**src/rtl/wth_pkg.sv**
```systemverilog
package wth_pkg;

  typedef enum logic [2:0] {
    ST_IDLE,
    ST_RD_A,
    ST_RD_B,
    ST_RD_S,
    ST_RD_N,
    ST_RD_E,
    ST_RD_W
  } wth_state_e;

  function automatic int unsigned wth_bits(input int unsigned v);
    return (v > 1) ? $clog2(v) : 1;
  endfunction

  function automatic int unsigned wth_max(input int unsigned a, input int unsigned b);
    return (a > b) ? a : b;
  endfunction

endpackage

```
**src/rtl/wth_mod_add.sv**
```systemverilog
module wth_mod_add #(
  parameter int unsigned W   = 3,
  parameter int unsigned MOD = 5
) (
  input  logic [W-1:0] a_i,
  input  logic [W-1:0] b_i,
  output logic [W-1:0] y_o
);
  localparam logic [W:0] MODV = (W+1)'(MOD);

  logic [W:0] sum;

  always_comb begin
    sum = {1'b0, a_i} + {1'b0, b_i};
    if (sum >= MODV) y_o = W'(sum - MODV);
    else             y_o = W'(sum);
  end
endmodule

```
**src/rtl/wth_color_fold.sv**
```systemverilog
module wth_color_fold #(
  parameter int unsigned W  = 3,
  parameter int unsigned K  = 3,
  parameter int unsigned KW = 2
) (
  input  logic [W-1:0]  x_i,
  output logic [KW-1:0] y_o
);
  int unsigned xi;

  always_comb begin
    xi  = 32'(x_i);
    y_o = KW'(xi % K);
  end
endmodule

```
**src/rtl/wth_table.sv**
```systemverilog
module wth_table #(
  parameter int unsigned N  = 5,
  parameter int unsigned IW = 3
) (
  input  logic          clk,
  input  logic          we_i,
  input  logic [IW-1:0] waddr_i,
  input  logic [IW-1:0] wdata_i,
  input  logic [IW-1:0] raddr_i,
  output logic [IW-1:0] rdata_o
);
  localparam logic [IW:0] NV = (IW+1)'(N);

  logic [IW-1:0] mem [N];
  logic          wr_ok;

  assign wr_ok = we_i && ({1'b0, waddr_i} < NV);

  always_ff @(posedge clk) begin
    if (wr_ok) mem[waddr_i] <= wdata_i;
  end

  always_comb begin
    if ({1'b0, raddr_i} < NV) rdata_o = mem[raddr_i];
    else                      rdata_o = '0;
  end
endmodule

```
**src/rtl/wth_edge_hasher.sv**
```systemverilog
module wth_edge_hasher
  import wth_pkg::*;
#(
  parameter int unsigned COLS = 5,
  parameter int unsigned ROWS = 4,
  parameter int unsigned HK   = 3,
  parameter int unsigned VK   = 2,
  localparam int unsigned NTAB = wth_max(COLS, ROWS),
  localparam int unsigned IW   = wth_bits(NTAB),
  localparam int unsigned CW   = wth_bits(COLS),
  localparam int unsigned RW   = wth_bits(ROWS),
  localparam int unsigned HW   = wth_bits(HK),
  localparam int unsigned VW   = wth_bits(VK)
) (
  input  logic          clk,
  input  logic          rst_n,
  input  logic          start_i,
  input  logic [CW-1:0] col_i,
  input  logic [RW-1:0] row_i,
  input  logic          tw_en_i,
  input  logic [IW-1:0] tw_addr_i,
  input  logic [IW-1:0] tw_data_i,
  output logic          done_o,
  output logic [HW-1:0] south_o,
  output logic [VW-1:0] east_o,
  output logic [HW-1:0] north_o,
  output logic [VW-1:0] west_o
);

  wth_state_e    st_q, st_d;
  logic [CW-1:0] oh_q, oh_in, oh_nx;
  logic [RW-1:0] ov_q, ov_in, ov_nx;
  logic [IW-1:0] a_q, b_q;
  logic [HW-1:0] s_q, n_q;
  logic [VW-1:0] e_q, w_q;
  logic          done_q, done_d;

  logic          idle, cap_en, tab_we;
  logic          ld_a, ld_b, ld_s, ld_n, ld_e, ld_w;
  logic [IW-1:0] op_a, op_b, rd_idx, rd_data;
  logic [HW-1:0] rd_h;
  logic [VW-1:0] rd_v;

  // coordinate wrap of the incoming request
  wth_mod_add #(.W(CW), .MOD(COLS)) u_col_wrap (.a_i(col_i), .b_i('0), .y_o(oh_in));
  wth_mod_add #(.W(RW), .MOD(ROWS)) u_row_wrap (.a_i(row_i), .b_i('0), .y_o(ov_in));

  // neighbour coordinates on the torus
  wth_mod_add #(.W(CW), .MOD(COLS)) u_col_inc (.a_i(oh_q), .b_i(CW'(1)), .y_o(oh_nx));
  wth_mod_add #(.W(RW), .MOD(ROWS)) u_row_inc (.a_i(ov_q), .b_i(RW'(1)), .y_o(ov_nx));

  // shared table index adder, wraps modulo table size
  wth_mod_add #(.W(IW), .MOD(NTAB)) u_idx_add (.a_i(op_a), .b_i(op_b), .y_o(rd_idx));

  wth_table #(.N(NTAB), .IW(IW)) u_table (
    .clk     (clk),
    .we_i    (tab_we),
    .waddr_i (tw_addr_i),
    .wdata_i (tw_data_i),
    .raddr_i (rd_idx),
    .rdata_o (rd_data)
  );

  wth_color_fold #(.W(IW), .K(HK), .KW(HW)) u_fold_h (.x_i(rd_data), .y_o(rd_h));
  wth_color_fold #(.W(IW), .K(VK), .KW(VW)) u_fold_v (.x_i(rd_data), .y_o(rd_v));

  // control decode
  assign idle   = (st_q == ST_IDLE);
  assign cap_en = idle && start_i;
  assign tab_we = idle && tw_en_i;
  assign ld_a   = (st_q == ST_RD_A);
  assign ld_b   = (st_q == ST_RD_B);
  assign ld_s   = (st_q == ST_RD_S);
  assign ld_n   = (st_q == ST_RD_N);
  assign ld_e   = (st_q == ST_RD_E);
  assign ld_w   = (st_q == ST_RD_W);
  assign done_d = ld_w;

  // next state
  always_comb begin
    st_d = st_q;
    unique case (st_q)
      ST_IDLE: if (start_i) st_d = ST_RD_A;
      ST_RD_A: st_d = ST_RD_B;
      ST_RD_B: st_d = ST_RD_S;
      ST_RD_S: st_d = ST_RD_N;
      ST_RD_N: st_d = ST_RD_E;
      ST_RD_E: st_d = ST_RD_W;
      ST_RD_W: st_d = ST_IDLE;
      default: st_d = ST_IDLE;
    endcase
  end

  // operand selection for the single table read per cycle
  always_comb begin
    op_a = '0;
    op_b = '0;
    unique case (st_q)
      ST_RD_A: begin op_a = IW'(oh_q);  op_b = '0;         end
      ST_RD_B: begin op_a = IW'(ov_q);  op_b = IW'(ov_q);  end
      ST_RD_S: begin op_a = a_q;        op_b = IW'(ov_q);  end
      ST_RD_N: begin op_a = a_q;        op_b = IW'(ov_nx); end
      ST_RD_E: begin op_a = IW'(oh_nx); op_b = b_q;        end
      ST_RD_W: begin op_a = IW'(oh_q);  op_b = b_q;        end
      default: begin op_a = '0;         op_b = '0;         end
    endcase
  end

  // registers
  always_ff @(posedge clk or negedge rst_n) begin
    if (!rst_n) begin
      st_q   <= ST_IDLE;
      done_q <= 1'b0;
      oh_q   <= '0;
      ov_q   <= '0;
      a_q    <= '0;
      b_q    <= '0;
      s_q    <= '0;
      n_q    <= '0;
      e_q    <= '0;
      w_q    <= '0;
    end else begin
      st_q   <= st_d;
      done_q <= done_d;
      if (cap_en) begin
        oh_q <= oh_in;
        ov_q <= ov_in;
      end
      if (ld_a) a_q <= rd_data;
      if (ld_b) b_q <= rd_data;
      if (ld_s) s_q <= rd_h;
      if (ld_n) n_q <= rd_h;
      if (ld_e) e_q <= rd_v;
      if (ld_w) w_q <= rd_v;
    end
  end

  assign done_o  = done_q;
  assign south_o = s_q;
  assign north_o = n_q;
  assign east_o  = e_q;
  assign west_o  = w_q;

  // assertions
  AST_DONE_PULSE: assert property (@(posedge clk) disable iff (!rst_n)
    done_o |=> !done_o);
  AST_DONE_LATENCY: assert property (@(posedge clk) disable iff (!rst_n)
    (idle && start_i) |-> ##7 done_o);
  AST_REQ_HELD: assert property (@(posedge clk) disable iff (!rst_n)
    (!idle) |=> ($stable(oh_q) && $stable(ov_q)));
  AST_IDX_RANGE: assert property (@(posedge clk) disable iff (!rst_n)
    (!idle) |-> ({1'b0, rd_idx} < (IW+1)'(NTAB)));
  AST_COLOR_RANGE: assert property (@(posedge clk) disable iff (!rst_n)
    done_o |-> ((32'(south_o) < HK) && (32'(north_o) < HK) &&
                (32'(east_o) < VK) && (32'(west_o) < VK)));

endmodule

```
**config.mk**
```make
export PLATFORM = sky130hd
export DESIGN_NAME = wth_edge_hasher
export DESIGN_NICKNAME = d
export VERILOG_FILES = /design/src/rtl/wth_pkg.sv /design/src/rtl/wth_mod_add.sv /design/src/rtl/wth_color_fold.sv /design/src/rtl/wth_table.sv /design/src/rtl/wth_edge_hasher.sv
export SDC_FILE = /design/constraint.sdc
export NUM_CORES = 1
export LEC_CHECK = 0
export BUFFER_PORTS_ARGS = -buffer_cell sky130_fd_sc_hd__buf_2
export CORE_UTILIZATION = 63
export DETAILED_ROUTE_END_ITERATION = 16
export GPL_ROUTABILITY_DRIVEN = 0
export PLACE_DENSITY = 0.84
export SLEW_MARGIN = 25
export SYNTH_ARGS = -nofsm -noshare
export SYNTH_HDL_FRONTEND = slang
export SYNTH_SLANG_ARGS = --single-unit
```
**constraint.sdc**
```tcl
create_clock -name clk -period 13.95 [get_ports clk]
set_input_delay 2.0925 -clock clk [delete_from_list [all_inputs] [get_ports clk]]
set_output_delay 2.0925 -clock clk [all_outputs]
set_load 0.05 [all_outputs]
```
Word level (Yosys, flattened, before mapping)
Memories as Yosys holds them, arrays and structs flattened. Cells that the tools add are included. Widths: inputs -> output; s select.

Register bits after elaboration: 21. RAM bits: 15. Output and inout port bits: 7. Memories kept: 1.

Memory list: u_table.mem (depth 5, width 3, rd ports 1, clocked after Yosys merged registers in 0, wr ports 1, RTL line wth_table.sv:14) `logic [IW-1:0] mem [N];`.

Add/subtract/negate cells: 8. Divide/modulo/power cells: 1. $lt $le $gt $ge: 7. Eq/ne operators: 7. Muxes and demuxes: 12. Reduce and logical (&&, ||, !) cells: 8.

Operators with widths (number): $mod 3x2->32 const B (1); $pmux 3 s6 (1); $mux 3 (5); $pmux 3 s4 (1); $eq 3x3->1 const B (3); $pmux 3 s3 (1); $sub 3x3->3 const B (3); $ge 4x3->1 const B (2); $reduce_or 2->1 (4); $eq 3x2->1 const B (2); $ge 3x3->1 const B (2); $lt 3x3->1 const B (2); $add 3x1->4 const B (1); $add 3x3->4 (1); $mux 2 (2); $sub 2x1->2 const B (2); $add 2x1->3 const B (1); $eq 3x1->1 const B (1); $ge 2x3->1 const B (1); $logic_and 1x1->1 (3); $logic_not 3->1 (1); $mux 1 (2); $ne 2x2->1 const B (1).

Longest topological paths before layout
Gate-level depths: netlist of the first run.

Depth in word-level cells: 10. Gate-level depth with buffers: 23. Mapped depth without buffers: 22.

Cells and area by module
From an unflattened synthesis of the first run, not the netlist that was laid out.

Cells, all modules: 195. Area, all modules: 2314.7 um^2.

Modules (own cells, without submodules): wth_edge_hasher (instances 1, cells an instance 89, area an instance 1046.0 um^2); wth_table (instances 1, cells an instance 39, area an instance 631.9 um^2); wth_mod_add at u_col_inc ... (instances 3, cells an instance 18, area an instance 167.7 um^2); wth_mod_add at u_row_inc ... (instances 2, cells an instance 2, area an instance 36.3 um^2); wth_color_fold at u_fold_h (instances 1, cells an instance 8, area an instance 53.8 um^2); wth_color_fold at u_fold_v (instances 1, cells an instance 1, area an instance 7.5 um^2).

Worst setup path before layout of the first run
OpenSTA, ideal clock, no wires.

Path kind: reg2reg. From: reg oh_q[0]. To: reg n_q[0] (netlist: north_o[0]). Setup time: 0.131 ns. Arrival: 4.307 ns. Data required time: 13.819 ns. Path slack: 9.513 ns. Stages on the path, launching flop included: 22. Period minus slack after synthesis: 4.437 ns. Path through: dfrtp_1 -> inv_1 -> ha_1 -> a21oi_1 -> a311o_1 -> o21ai_0 -> nand3_1 -> o221ai_1 -> ha_1 -> inv_1 -> fa_1 -> ha_1 -> buf_2 -> mux4_2 -> a31o_1 -> a221oi_4 -> nor2b_1 -> ha_1 -> inv_1 -> o31ai_2 -> xor2_1 -> a21oi_1.

Longest elaborated chain between the ends: 10.

RTL lines: start, declared (RTL line wth_edge_hasher.sv:31) `logic [CW-1:0] oh_q, oh_in, oh_nx;`; start signal, assigned (RTL line wth_edge_hasher.sv:126) `oh_q <= oh_in;`; $add 3x1->4 (RTL line wth_mod_add.sv:14) `sum = {1'b0, a_i} + {1'b0, b_i};`; $ge 4x3->1 / $sub 3x3->3 (equally long branches) (RTL line wth_mod_add.sv:15) `if (sum >= MODV) y_o = W'(sum - MODV);`; $mux 3 (RTL line wth_mod_add.sv:15); $pmux 3 s4 * (RTL line wth_edge_hasher.sv:98) `unique case (st_q)`; $add 3x3->4 * (RTL line wth_mod_add.sv:14); $ge 4x3->1 / $sub 3x3->3 (equally long branches) (RTL line wth_mod_add.sv:15); $mux 3 * (RTL line wth_mod_add.sv:15); $lt 3x3->1 / $mem_v2 5x3 (equally long branches); $mux 3 * (RTL line wth_table.sv:24) `if ({1'b0, raddr_i} < NV) rdata_o = mem[raddr_i];`; $mod 3x2->32 * (RTL line wth_color_fold.sv:13) `y_o = KW'(xi % K);`; end signal, assigned (RTL line wth_edge_hasher.sv:132) `if (ld_n) n_q <= rd_h;`; end, declared (RTL line wth_edge_hasher.sv:34) `logic [HW-1:0] s_q, n_q;`.

Mark *: on every way between the ends. The rest lies on a longest branch, timed or not. A chain may end at the register's enable or synchronous reset.

Final worst setup path of the first run
Same ends and word-level chain as after synthesis.

==> flow_summary.toml, run 1 <==
[timing]
setup_viol = 0
fin_skew_ns = 0.0120
finalWorstSetupSlack_ns = 8.98
tightest_slew_ns = 0.784
post-route-min-period_ns = 4.97
final.setup.tns_ns = 0
max_freq_mhz = 201
slew_headroom_pct = 47.0
drv_slew = 0
fin_crit_sh_pct = 35.6
rsz0062_at_grt = "false"
hold_viol = 0
timing.hold.ws_ns = 0.488

[min_path]
hold_path_class = "reg -> reg"

[clock_network]
clock_path_buffers = 2
cts_tree = "done"
cts_buffers = 5
ctsHoldBuffers = 0
clock_sinks = 36
post_cts.repair.setup_buffers = 0
cts_root_buf = "clkbuf_4"
cts_resized = 0
h-tree-depth = 2
clk_pin_slew_worst_paths_ns = 0.12
clock_latency_ns = 0.36

[yosys]
synth_area_um2 = 2260
async_flop_share_pct = 58.3
synth_top_area_cell = "dfrtp_1"
synth_edf_count = 15
synth_cells = 225
ys_seq_elements = 36
synthesis.nets = 251
yosysWarningCount = 0
netlist.area_leader.share_pct = 23.2
yosysSeqAreaShare_pct = 43.1
synth_common_cells = "dfrtp_1 (21), nand2_1 (20), nor2_1 (20)"
avgSynthCellArea_um2 = 10.1
synth_ff_type = "dfrtp_1"
synth.most_common_cell = "dfrtp_1"
synth.distinct_cells = 52
synth.area.top_cells = "dfrtp_1 (23%), edfxtp_1 (20%), ha_1 (5.5%), mux2i_1 (4.9%), a21oi_1 (3.8%)"

[layout]
n_antenna_cell = 0
drive_gt1_share_pct = 16.9
num-nets-final = 268
final_cells = 289
syn_to_final_growth_pct = 8.29
nFillCells = 241

[die]
pin_count = 22
die_h_um = 61.9
core_area_um2 = 3390
start_util_pct = 66.8
die_w_um = 61.9
std_cell_rows = 21
die-area_um2 = 3840

[status]
status = "complete, no violations"

[critical_path]
path_depth = 20
required_ns = 14.20
critical-path-top-delay-family = "adder cells"
path_cells = "inv_1 > ha_1 > a21oi_1 > a311o_1 > o21ai_0 > nand3_1 > o221ai_1 > ha_1 > inv_1 > fa_1 > ha_1 > mux4_2 > a31o_1 > a221oi_4 > nor2b_1 > ha_1 > inv_1 > o31ai_2 > xor2_1 > a21oi_1"
reg2reg_to = "north_o[0]$_DFFE_PN0N_"
crit_end = "north_o[0]$_DFFE_PN0N_"
cp-startpoint = "oh_q[0]$_DFFE_PN0P_"
rr_worst_depth = 20
cp_max_fo = 9
critPathKind = "reg -> reg"
arrival_ns = 5.22
slowest_delay_ns = 0.58
cp_slowest_cell = "fa_1"
end_kind = "flop"
r2r_setup_slack_ns = 8.98
reg2reg_from = "oh_q[0]$_DFFE_PN0P_"
cp_num_buf_inv = 3
cpMostUsedCell = "ha_1"
start_kind = "flop"

[grt]
grt_max_degree = 22
grt_pass1_wl_mm = 6.84
antenna_found_initial = 0
overflow = 0
grt_use_total_pct = 25.3
grt_pass1_vias = 1551

[place]
placedCellCount = 281
dp_slack_ns = 9.02
hpwl_mm = 3.20
port_buffers = 21

[detailed_routing]
via_count = 1692
wl_mm = 4.31
drtIter0Drc = 94
drc = 0
ant_nets = 0
drt_pass1_iterations = 5
via_per_inst = 5.85
wl_per_cell_um = 14.9

[job]
drv_cap = 0
==> placed cells by master (no fill, tap or decap), types with 3 or more instances in the layout <==
cell	n
nand2b_1	5
nand3b_1	3
nor3_1	4
xnor2_1	4
clkbuf_4	5
nand2_1	20
ha_1	10
nor2b_1	5
and2_1	3
edfxtp_1	15
buf_2	21
dfrtp_1	21
nor2_1	20
nor3b_1	3
a21oi_1	17
mux2i_1	11
inv_1	14
a22oi_1	3
o21ai_0	11
mux2_2	5
==> stage by stage <==
stage,cell area [um2],util (%)
3_3_place_gp,2370,70.0
3_5_place_dp,2370,70.0
5_1_grt,2450,72.3
2_1_floorplan,2260,-
4_1_cts,2450,72.3
6_report,2450,72.3
==> layout make-up <==
cell class	instances	area [um2]	share of cell area (%)
Clock inverter	3	42.5	1.74
Multi-Input combinational cell	164	1180	48.1
Inverter	14	52.6	2.14
Timing Repair Buffer	21	105	4.29
Clock buffer	5	37.5	1.53
Sequential cell	36	976	39.8
Tap cell	46	57.6	2.35
==> worst min-delay path by stage <==
stage                                       from                endpoint  slack (ns)  cells past startpoint
final                         west_o$_DFFE_PN0P_      west_o$_DFFE_PN0P_        0.49                      2
after CTS                     west_o$_DFFE_PN0P_      west_o$_DFFE_PN0P_        0.49                      2
after floorplan               b_q[2]$_DFFE_PN0P_      b_q[2]$_DFFE_PN0P_        0.50                      2
after detailed placement      west_o$_DFFE_PN0P_      west_o$_DFFE_PN0P_        0.47                      2
after global placement    south_o[0]$_DFFE_PN0P_  south_o[0]$_DFFE_PN0P_        0.46                      2
after global routing      south_o[0]$_DFFE_PN0P_  south_o[0]$_DFFE_PN0P_        0.56                      2
==> kinds of logic after synthesis <==
kind of cell    synth area share, %
buf+inv                        4.75
fa+ha+maj                      6.41
xor+xnor                       3.04
mux                            9.84
simple gates                   16.6
compound gates                 16.3
flops                          43.1
==> sequential cells by signal, indices dropped and copies added, names as in the netlist, 2 cells and up <==
name	flops
north_o	2
u_table.mem	15
b_q	3
a_q	3
oh_q	3
south_o	2
ov_q	2
st_q	3
==> worst register-to-register path, stage by stage (launching register included) <==
cell and delay [ns]:
dfrtp_1 0.43, inv_1 0.12, ha_1 0.18, a21oi_1 0.07, a311o_1 0.36, o21ai_0 0.11
nand3_1 0.12, o221ai_1 0.11, ha_1 0.22, inv_1 0.07, fa_1 0.58, ha_1 0.52
mux4_2 0.58, a31o_1 0.27, a221oi_4 0.33, nor2b_1 0.19, ha_1 0.15, inv_1 0.05
o31ai_2 0.07, xor2_1 0.23, a21oi_1 0.09
==> layer usage <==
metal	part of all wire (%)	track usage (%)	up-vias
met4	1.2	7.94	0
met2	47	41.9	42
met1	47	32.7	803
li1	-	-	842
met3	4.4	6.21	5
met5	0	0	-
Power of run 1 is left out: the tool's default activity adds up to more than one toggle a clock period on the data nets, which glitch-free logic cannot reach.
==> run 2, diff against run 1 <==
--- a/config.mk
+++ b/config.mk
@@ -6,10 +6,10 @@
 export NUM_CORES = 1
 export LEC_CHECK = 0
 export BUFFER_PORTS_ARGS = -buffer_cell sky130_fd_sc_hd__buf_2
-export CORE_UTILIZATION = 63
+export CORE_UTILIZATION = 53
 export DETAILED_ROUTE_END_ITERATION = 16
 export GPL_ROUTABILITY_DRIVEN = 0
-export PLACE_DENSITY = 0.84
+export PLACE_DENSITY = 0.75
 export SLEW_MARGIN = 25
 export SYNTH_ARGS = -nofsm -noshare
 export SYNTH_HDL_FRONTEND = slang
==> constraint.sdc (replaced) <==
create_clock -name clk -period 4.45 [get_ports clk]
set_input_delay 0.6675 -clock clk [delete_from_list [all_inputs] [get_ports clk]]
set_output_delay 0.6675 -clock clk [all_outputs]
set_load 0.05 [all_outputs]
==> run 2 against run 1 <==
  * Global-route usage fell by 2.6 points
  * Non-clock buffer count rose by 16
  * Count of clock-buffer cells in the layout rose by 1
  * Largest cell class unchanged
  * Register-to-register slack got worse by 8.8 ns
  * Highest routed layer unchanged
  * Routed wire length rose by 12%
  * Worst hold slack got worse by 0.17 ns
  * Sequential share of layout area fell by 3.6 points
  * Maximum frequency rose by 16%
  * Critical endpoint unchanged
  * Sequential cell count did not move
  * Critical path depth rose by 3
  * Die area rose by 18%
==> flow_summary.toml, run 2 (synthesis gave the netlist of run 1 again) <==
[clock_network]
cts_tree = "done"
cts_root_buf = "clkbuf_8"
clk_pin_slew_worst_paths_ns = 0.08
h-tree-depth = 2
clock_latency_ns = 0.30
cts_buffers = 5
ctsHoldBuffers = 0
clock_path_buffers = 2
clock_sinks = 36

[critical_path]
rr_worst_depth = 23
arrival_ns = 4.48
required_ns = 4.63
cp-startpoint = "oh_q[1]$_DFFE_PN0P_"
r2r_setup_slack_ns = 0.15
critPathKind = "reg -> reg"
reg2reg_from = "oh_q[1]$_DFFE_PN0P_"
end_kind = "flop"
reg2reg_to = "north_o[0]$_DFFE_PN0N_"
start_kind = "flop"
cp_max_fo = 8

[layout]
drive_gt1_share_pct = 30.9
final_common_cell = "buf_2"
nFillCells = 299
n_antenna_cell = 0
largest_reg_flops = 15
top_register = "u_table.mem"
num-nets-final = 284
syn_to_final_growth_pct = 19.6
multi_input_area_um2 = 1290
area.sequential_um2 = 980
final_cells = 309
layout_common_cells = "buf_2 (21), nand2_1 (20), nor2_1 (19)"

[timing]
post-route-min-period_ns = 4.30
drv_slew = 0
tightest_slew_ns = 0.828
max_freq_mhz = 232
fin_crit_sh_pct = 96.7
fin_skew_ns = 0.00439
setup_viol = 0
slew_headroom_pct = 44.0
hold_viol = 0

[grt]
grt_pass1_vias = 1578
grt_max_degree = 22
grt_pass1_wl_mm = 7.33
antenna_found_initial = 0
overflow = 0
grt_use_total_pct = 22.7

[die]
std_cell_rows = 23
die_h_um = 67.4
pin_count = 22
start_util_pct = 55.8
core_area_um2 = 4060
die-area_um2 = 4540
die_w_um = 67.4

[detailed_routing]
wl_per_cell_um = 15.6
wl_mm = 4.83
ant_nets = 0
drc = 0
drtIter0Drc = 113
via_count = 1731
via_per_inst = 5.60
drt_pass1_iterations = 4

[place]
hpwl_mm = 3.40
port_buffers = 21
placedCellCount = 295

[status]
status = "complete, no violations"

[min_path]
hold_path_class = "in -> async"

[job]
drv_cap = 0
==> run 2: repair_timing <==
action / CTS / global route
gates resized for setup: 2 / 30
pin swaps: 0 / 16
endpoints found under the setup margin: 4 / 4
setup buffers: 0 / 6
hold endpoints to repair: 0 / 0
cloned: 0 / 0
==> run 2: per-layer routing <==
layer,up-vias,share of wire [%],GRT usage [%]
li1,869,-,-
met1,806,45,28.7
met2,47,48,38.0
met3,9,4.8,5.07
met4,0,2.2,7.98
met5,-,0,0
==> run 2: metrics by stage <==
| step | TNS, ns | utilization, % | setup WS [ns] | cell area [um2] | hold slack, ns |
|---|---|---|---|---|---|
| floorplan | 0 | - | 0.0125 | 2260 | 0.372 |
| global placement | 0 | 60.4 | 0.0985 | 2450 | 0.458 |
| detailed placement | -0.00403 | 60.4 | -0.00403 | 2450 | 0.466 |
| CTS | 0 | 62.6 | 0.0224 | 2540 | 0.332 |
| global route | -0.0750 | 66.7 | -0.0466 | 2710 | 0.355 |
| finish | 0 | 66.7 | 0.148 | 2710 | 0.314 |
==> run 2: worst max path at each step <==
stage | end
final | north_o[0]$_DFFE_PN0N_
after global routing | north_o[0]$_DFFE_PN0N_
after CTS | north_o[0]$_DFFE_PN0N_
after detailed placement | north_o[0]$_DFFE_PN0N_
after global placement | north_o[0]$_DFFE_PN0N_
after floorplan | north_o[0]$_DFFE_PN0N_
==> run 2: area by class of cell <==
type	count	share of cell area, %
Tap cell	50	2.31
Inverter	14	1.94
Multi-Input combinational cell	164	47.9
Clock buffer	6	2.68
Sequential cell	36	36.2
Clock inverter	2	0.416
Timing Repair Buffer	37	8.60
==> run 2: worst max-delay path, cell delays in order (launching register included) <==
cell	delay, ns
dfrtp_2	0.47
inv_2	0.11
ha_4	0.14
a21oi_2	0.05
a311o_1	0.29
o21ai_1	0.10
nand3_1	0.11
o221ai_2	0.09
ha_2	0.24
inv_2	0.05
fa_2	0.61
buf_6	0.14
ha_4	0.17
nand2b_1	0.08
a221oi_2	0.33
mux2i_1	0.22
o32a_1	0.24
nor2_2	0.08
nor2b_4	0.10
ha_2	0.17
inv_2	0.05
o31ai_4	0.06
xor2_1	0.22
a21oi_1	0.09
Power of run 2 is left out for the same reason.
==> run 3, diff against run 2 <==
--- a/config.mk
+++ b/config.mk
@@ -6,10 +6,10 @@
 export NUM_CORES = 1
 export LEC_CHECK = 0
 export BUFFER_PORTS_ARGS = -buffer_cell sky130_fd_sc_hd__buf_2
-export CORE_UTILIZATION = 53
+export CORE_UTILIZATION = 59
 export DETAILED_ROUTE_END_ITERATION = 16
 export GPL_ROUTABILITY_DRIVEN = 0
-export PLACE_DENSITY = 0.75
+export PLACE_DENSITY = 0.8
 export SLEW_MARGIN = 25
 export SYNTH_ARGS = -nofsm -noshare
 export SYNTH_HDL_FRONTEND = slang
==> constraint.sdc (replaced) <==
create_clock -name clk -period 4.1 [get_ports clk]
set_input_delay 0.615 -clock clk [delete_from_list [all_inputs] [get_ports clk]]
set_output_delay 0.615 -clock clk [all_outputs]
set_load 0.05 [all_outputs]
==> run 3 against run 2 <==
  * The flow now finishes with violations (negative setup slack)
  * Clock skew decreased by 0.0017 ns
  * Cell area increased by 5.0%
  * Sequential share of layout area decreased by 1.9 points
  * Maximum frequency decreased by 1.1%
  * Setup slack got worse by 0.40 ns
  * Global-route usage increased by 4.5 points
  * Highest routed layer unchanged
  * Die area decreased by 9.9%
  * Count of clock-buffer cells in the layout unchanged
  * First-iteration DRC count decreased by 37%
==> flow_summary.toml, run 3 (synthesis gave the netlist of run 1 again) <==
[detailed_routing]
top_layer = "met4"
via_per_inst = 5.75
wl_mm = 5.17
drc = 0
drtIter0Drc = 71
drt_pass1_iterations = 4
ant_nets = 0
dr_wl_met3_um = 210
dr_wl_met2_mm = 2.67
via_count = 1880
drt-met1-wl_mm = 2.20
wl_per_cell_um = 15.8

[layout]
layout_common_cells = "buf_4 (34), dfrtp_1 (21), buf_2 (21)"
multi_input_area_um2 = 1280
syn_to_final_growth_pct = 25.6
fin_util_pct = 77.6
n_antenna_cell = 0
final_common_cell = "buf_4"
top_register = "u_table.mem"
drive_gt1_share_pct = 33.7
num-nets-final = 304
finish.instance_area_um2 = 2840
area.sequential_um2 = 976
nFillCells = 256
largest_reg_flops = 15

[clock_network]
cts_buffers = 5
cts_root_buf = "clkbuf_8"
clock_sinks = 36
clock_path_buffers = 2
h-tree-depth = 2
clock_latency_ns = 0.29
cts_tree = "done"
clk_pin_slew_worst_paths_ns = 0.07

[critical_path]
cp_max_fo = 5
critical-path-top-delay-family = "adder cells"
slowest_delay_ns = 0.53
path_depth = 18
cp_slowest_cell = "mux4_2"
rr_worst_depth = 18
critPathKind = "reg -> reg"
path_cells = "ha_2 > a311o_1 > o21ai_1 > nand3_1 > o221ai_2 > ha_2 > inv_2 > fa_2 > ha_4 > mux4_2 > a31o_1 > a221oi_4 > nor2b_4 > ha_4 > inv_4 > o31ai_4 > xor2_2 > a21oi_1"
end_kind = "flop"
arrival_ns = 4.52
cp_num_buf_inv = 2
required_ns = 4.27
start_kind = "flop"

[timing]
max_freq_mhz = 230
fin_crit_sh_pct = 106
drv_slew = 0
slew_headroom_pct = 47.8
timing.hold.ws_ns = 0.266
finalWorstSetupSlack_ns = -0.248
hold_viol = 0
post-route-min-period_ns = 4.35
fin_skew_ns = 0.00267
rsz0062_at_grt = "true"
setup_viol = 4
final.setup.tns_ns = -0.878
tightest_slew_ns = 0.772

[grt]
antenna_found_initial = 0
grt_max_degree = 22
overflow = 0
grt_pass1_wl_mm = 8.36
grt_pass1_vias = 1848
grt_use_total_pct = 27.3

[die]
pin_count = 22
start_util_pct = 61.8
std_cell_rows = 22
die_w_um = 63.9
die_h_um = 63.9
core_area_um2 = 3660
die-area_um2 = 4090

[place]
port_buffers = 21
postPlaceCellArea_um2 = 2610
hpwl_mm = 3.56

[status]
status = "finished, violations left"
failed_checks = "negative setup slack"

[min_path]
hold_path_class = "in -> async"

[job]
drv_cap = 0
run 3: worst reg2reg max path: cells and delay by family, from the launching register on:
kind | cells | cell delay, ns
and+or+nand+nor | 2 | 0.30
DFF | 1 | 0.41
AOI/OAI and AO/OA | 7 | 1.24
adders and majority gates | 5 | 1.44
muxes | 1 | 0.53
xor gates and xnor gates | 1 | 0.21
buffers and inverters | 2 | 0.09
run 3: per-stage QoR:
stage          cells  worst slack [ns]
6_report         327            -0.248
5_1_grt          327            -0.482
4_1_cts          327            -0.192
3_5_place_dp     310            -0.192
3_3_place_gp     310           -0.0515
2_1_floorplan    225            -0.210
run 3: path summary, 6_finish.rpt:
| kind | from | end | slack (ns) |
|---|---|---|---|
| worst max-delay path | oh_q[0]$_DFFE_PN0P_ | north_o[0]$_DFFE_PN0N_ | -0.25 |
| worst min-delay path | rst_n | south_o[1]$_DFFE_PN0P_ | 0.27 |
| worst max register to register | oh_q[0]$_DFFE_PN0P_ | north_o[0]$_DFFE_PN0N_ | -0.25 |
| worst min register to register | east_o$_DFFE_PN0P_ | east_o$_DFFE_PN0P_ | 0.48 |
| max in group asynchronous | rst_n | a_q[1]$_DFFE_PN0N_ | 3.52 |
| min in group clk | east_o$_DFFE_PN0P_ | east_o$_DFFE_PN0P_ | 0.48 |
run 3: routing by layer:
metal / GRT usage (%) / vias to the layer above
met5: 0 / -
met1: 32.6 / 914
li1: - / 912
met4: 8.81 / 0
met3: 5.89 / 10
met2: 48.4 / 44
run 3: cell type report:
cell class                      count  share of cell area (%)
Clock buffer                        6                    2.55
Inverter                           14                    1.94
Clock inverter                      2                   0.396
Sequential cell                    36                    34.3
Tap cell                           48                    2.11
Multi-Input combinational cell    164                    44.9
Timing Repair Buffer               57                    13.8
run 3: repair_timing:
action | in CTS | in global routing
buffers inserted | 9 | 1
endpoints found under the setup margin | 4 | 8
hold buffers | 0 | 0
gates cloned | 0 | 0
pin swaps | 6 | 12
resized for setup | 7 | 13
Power of run 3 is left out for the same reason.
